### config.mk
export PLATFORM = sky130hd
export DESIGN_NAME = dual_host_wr_arb
export DESIGN_NICKNAME = d
export VERILOG_FILES = /design/src/rtl/dual_host_wr_arb.sv
export SDC_FILE = /design/constraint.sdc
export NUM_CORES = 1
export LEC_CHECK = 0
export ABC_AREA = 0
export CAP_MARGIN = 10
export CORE_MARGIN = 4
export CORE_UTILIZATION = 55
export CTS_CLUSTER_DIAMETER = 40
export CTS_CLUSTER_SIZE = 28
export DETAILED_ROUTE_END_ITERATION = 8
export DONT_BUFFER_PORTS = 1
export PLACE_DENSITY = 0.74
export SLEW_MARGIN = 10
export SYNTH_ARGS = -nofsm -noshare
export SYNTH_HDL_FRONTEND = slang
export SYNTH_SLANG_ARGS = --single-unit
export TNS_END_PERCENT = 20
### constraint.sdc
create_clock -name clk -period 3.6 [get_ports clk]
set_input_delay 0.54 -clock clk [delete_from_list [all_inputs] [get_ports clk]]
set_output_delay 0.54 -clock clk [all_outputs]
set_load 0.02 [all_outputs]
### src/rtl/dual_host_wr_arb.sv
module dual_host_wr_arb #(
  parameter int AW = 8,
  parameter int DW = 8,
  parameter int PAW = 2,
  parameter logic [AW-1:0] PAIR_HI = 8'hF0,
  parameter logic [AW-1:0] PAIR_LO = 8'hF1,
  parameter logic [AW-1:0] SLOT1 = 8'hEC,
  parameter logic [AW-1:0] SLOT2 = 8'hF2
) (
  input  logic           clk,
  input  logic           rst_n,
  input  logic           gen_valid,
  input  logic [AW-1:0]  gen_addr,
  input  logic [DW-1:0]  gen_data,
  input  logic           pri_en_n,
  input  logic           pri_valid,
  input  logic [PAW-1:0] pri_addr,
  input  logic [DW-1:0]  pri_data,
  output logic           wa_en,
  output logic [AW-1:0]  wa_addr,
  output logic [DW-1:0]  wa_data,
  output logic           wb_en,
  output logic [AW-1:0]  wb_addr,
  output logic [DW-1:0]  wb_data,
  output logic           gen_reject
);

  logic in_reserved, gen_blocked, pri_ok;
  logic [AW-1:0] pri_map;

  assign in_reserved = (gen_addr == PAIR_HI) || (gen_addr == PAIR_LO) ||
                       (gen_addr == SLOT1)   || (gen_addr == SLOT2);
  assign gen_blocked = gen_valid && !pri_en_n && in_reserved;
  assign pri_ok      = pri_valid && !pri_en_n && (pri_addr < PAW'(3));

  always_comb begin
    case (pri_addr)
      PAW'(0):  pri_map = PAIR_HI;
      PAW'(1):  pri_map = SLOT1;
      default:  pri_map = SLOT2;
    endcase
  end

  always_ff @(posedge clk) begin
    if (!rst_n) begin
      wa_en      <= 1'b0;
      wa_addr    <= '0;
      wa_data    <= '0;
      wb_en      <= 1'b0;
      wb_addr    <= '0;
      wb_data    <= '0;
      gen_reject <= 1'b0;
    end else begin
      wa_en      <= gen_valid && !gen_blocked;
      wa_addr    <= gen_addr;
      wa_data    <= gen_data;
      wb_en      <= pri_ok;
      wb_addr    <= pri_map;
      wb_data    <= pri_data;
      gen_reject <= gen_blocked;
    end
  end


  free_pass_chk: assert property (@(posedge clk) disable iff (!rst_n)
    gen_valid && pri_en_n |=> wa_en && !gen_reject &&
      wa_addr == $past(gen_addr) && wa_data == $past(gen_data));


  block_drop_chk: assert property (@(posedge clk) disable iff (!rst_n)
    gen_valid && !pri_en_n && (gen_addr == 8'hF0 || gen_addr == 8'hF1 ||
      gen_addr == 8'hEC || gen_addr == 8'hF2) |=> !wa_en && gen_reject);


  pri_map0_chk: assert property (@(posedge clk) disable iff (!rst_n)
    pri_valid && !pri_en_n && pri_addr == PAW'(0) |=> wb_en && wb_addr == PAIR_HI);


  pri_idle_chk: assert property (@(posedge clk) disable iff (!rst_n)
    pri_en_n |=> !wb_en);


  lanes_apart_chk: assert property (@(posedge clk) disable iff (!rst_n)
    wa_en && wb_en |-> wa_addr != wb_addr);


  reject_cause_chk: assert property (@(posedge clk) disable iff (!rst_n)
    gen_reject |-> $past(gen_valid) && !$past(pri_en_n));


  reject_excl_chk: assert property (@(posedge clk) disable iff (!rst_n)
    gen_reject |-> !wa_en);

endmodule

# After elaboration in Yosys (flattened, before gate mapping)
# Cells that the tools add are included.
# word_totals
elab_cells	25
output_inout_bits	35
register_bits	35
# classes
n_eq_ne	5
mux	1
order_cmp	1
n_reduce_logical	11
# op_table
cell	count
8-bit equality test (second input constant)	4
5-bit one-hot mux with 2 select lines	1
1-bit logical AND	5
1-bit logical OR	3
2-bit by 1-bit equality test with 1-bit output (second input constant)	1
1-bit logical NOT	2
2-bit logical NOT	1
2-bit < comparator (second input constant)	1

# Depth between registers and ports, before layout
# depth
word_depth	7
mapped_depth	3
depth_no_buf	3

# Worst setup path before layout
# No wires, ideal clock.
# synth_path
path_type	input to register
start	input port gen_addr[3]
end	register gen_reject
required_time_ns	3.540
arrival_time_ns	1.444
path_stages	3
path_buffers	0
setup_slack_ns	2.097
setup_ns	0.060
path_cell_list	or3b_1 a2111oi_2 and2_1
# synth_between
elab_chain_len	5
word_cells_on_any_way	8
classes_between	4 x eq/ne; 4 x reduce/logical
# synth_lines
item	line_no	text
start: declaration	13	input logic [AW-1:0] gen_addr,
8-bit equality test	31	assign in_reserved = (gen_addr == PAIR_HI) || (gen_addr == PAIR_LO) ||
1-bit logical OR (2 in series)	31	
1-bit logical OR *	32	(gen_addr == SLOT1) || (gen_addr == SLOT2);
1-bit logical AND *	33	assign gen_blocked = gen_valid && !pri_en_n && in_reserved;
end signal: assignment	60	gen_reject <= gen_blocked;
end: declaration	25	output logic gen_reject
# Mark *: on every way between the ends. The rest lies on a longest branch, timed or not.
# A chain may end at the register's enable or synchronous reset.

==> results.toml <==
[power_and_ir_drop]
swShare_pct = 22.2
seq_power_share_pct = 62.9
p_switching_uw = 138
power_density_nw_per_um2 = 648
p_leak_nw = 0.400
intPower_uw = 485
total_power_uw = 624
clkPwrFrac_pct = 34.7
vdd_drop_max_uv = 308
comb_power_share_pct = 2.4

[clock_network]
cts_hold_buf = 0
cts_buffer_depth = 2
ctsResizeCount = 0
cts_tree = "done"
cts_root_buf = "clkbuf_4"
path_clk_slew_ps = 80
htree_levels = 2
clock_sinks = 31
cts_setup_buffers = 0
cts_made_buffers = 5

[grt]
grt_pass1_vias = 523
antenna_found_initial = 0
grt_max_degree = 32
gr-total-overflow = 0
grt_usage_pct = 13.4
grt_pass1_wl_um = 2400

[timing]
period_needed_ps = 1530
max_freq_ghz = 0.653
setup_viol = 0
worst_slew_pin_slew_ps = 569
hold_viol = 0
slew_violations = 0
grt_setup_unrepaired = "no"
setup-tns-final_ps = 0
timing.slew.headroom_pct = 62.0
fin_crit_sh_pct = 42.5

[route]
wl_um = 1500
firstDrtPassIters = 4
wl_per_cell_um = 16.0
postRouteAntennaNets = 0
vias = 493
post-route-drc-count = 0
routed_via_density = 5.24
dr.first_iter.drc_count = 2

[cells_and_area]
nFillCells = 133
fin_util_pct = 62.4
drive_gt1_share_pct = 11.5
instances_no_fill = 94
diodes = 0
nets = 108
finalInstanceArea_um2 = 962
syn_to_final_growth_pct = 5.20

[placed_design]
placed_area_um2 = 893
gp_congestion = 0.569
io_buffers = 0
hpwl_um = 1170
dpl.cell_count = 86

[critical_path]
crit_type = "flip-flop to output port"
crit_arrival_ps = 990
crit_path_end_kind = "output port"
critPathRequiredTime_ps = 3060
startpoint_type = "flip-flop"
path_max_fanout = 3

[yosys]
netlist_instances = 77
syn_area_um2 = 915
syn_area_per_cell_um2 = 11.9
yosys_warnings = 0
seq_area_frac_synth_pct = 67.9
synth.distinct_cells = 16
synth_seq_cells = 31
syn_nets = 108

[die]
rows = 14
die-area_um2 = 2380
ioPinCount = 66
start_util_pct = 59.3
die_h_um = 48.8
coreArea_um2 = 1540
die_w_um = 48.8

[run_status]
outcome = "completed"

[min_path]
hold_class = "input port to flip-flop"

[flow_run]
maxCapViolCount = 0
==> power by group through the flow <==
| stage | Clock, mW | Sequential [mW] | Combinational (mW) |
|---|---|---|---|
| 6_report | 0.216 | 0.392 | 0.0151 |
| 5_1_grt | 0.242 | 0.394 | 0.0172 |
| 4_1_cts | 0.224 | 0.393 | 0.0154 |
| 3_5_place_dp | 0 | 0.401 | 0.0155 |
| 3_3_place_gp | 0 | 0.401 | 0.0146 |
| 2_1_floorplan | 0 | 0.396 | 0.0217 |
==> cells by family (layout without fill, tap and decap cells) <==
group                  count (synthesis)  count (layout)  share of synthesized area [%]
AND/OR/NAND/NOR                       33              33                           22.6
flip-flops                            31              31                           67.9
buffers and inverters                  8               9                           4.92
AO/OA/AOI/OAI                          4               4                           4.24
other                                  1               1                          0.410
==> area by class of cell <==
type	count	area, um^2	area share [%]
Clock buffer	8	68.8	7.15
Inverter	1	3.75	0.390
Multi-Input combinational cell	38	249	25.9
Sequential cell	31	621	64.5
Tap cell	16	20.0	2.08
==> cells in the final DEF, fill, tap and decap left out <==
cell	Yosys	final
dfxtp_1	31	31
and2_1	26	26
clkbuf_4	0	5
nand2_1	2	2
clkbuf_8	0	2
inv_1	1	1
a21boi_0	1	1
and3_1	1	1
nand4bb_1	1	1
or3b_1	1	1
o21a_2	1	1
nand4_1	1	1
a2111oi_2	1	1
nor2_1	1	1
a211oi_1	1	1
conb_1	1	1
clkbuf_1	3	1
==> layer usage <==
layer / wire length [um] / global-route usage, % / vias to the layer above / part of all wire [%]
met2: 741 / 21.7 / 39 / 49
met3: 239 / 9.79 / 7 / 16
li1: - / - / 236 / -
met1: 490 / 11.6 / 211 / 33
met4: 31 / 8.52 / 0 / 2.1
met5: 0 / 0 / - / 0
==> stage by stage <==
| step | hold WS, ps | setup slack [ps] |
|---|---|---|
| final | 257 | 2070 |
| after global placement | 569 | 2060 |
| after detailed placement | 569 | 2050 |
| after global routing | 232 | 2020 |
| after CTS | 243 | 2050 |
| after floorplan | 568 | 2100 |
==> synthesized netlist by cell type <==
library cell,count,area [um^2]
buf_4,4,30.0
and2_1,26,163
nor2_1,1,3.75
a211oi_1,1,7.51
and3_1,1,6.26
nand4_1,1,6.26
a21boi_0,1,7.51
inv_1,1,3.75
or3b_1,1,8.76
o21a_2,1,8.76
clkbuf_1,3,11.3
nand2_1,2,7.51
nand4bb_1,1,11.3
conb_1,1,3.75
dfxtp_1,31,621
a2111oi_2,1,15.0
==> final timing paths <==
kind                   from                     to  depth (start not counted)
max   wb_addr[6]$_SDFF_PN0_             wb_addr[7]                          0
min                   rst_n  wb_addr[6]$_SDFF_PN0_                          0
==> registers in the layout, summed over array words and instances (netlist names) <==
register and flops:
wb_en 1, wa_addr 8, wb_data 8, wb_addr 4, wa_en 1, wa_data 8, gen_reject 1
Power figures use the tool's default switching activity.
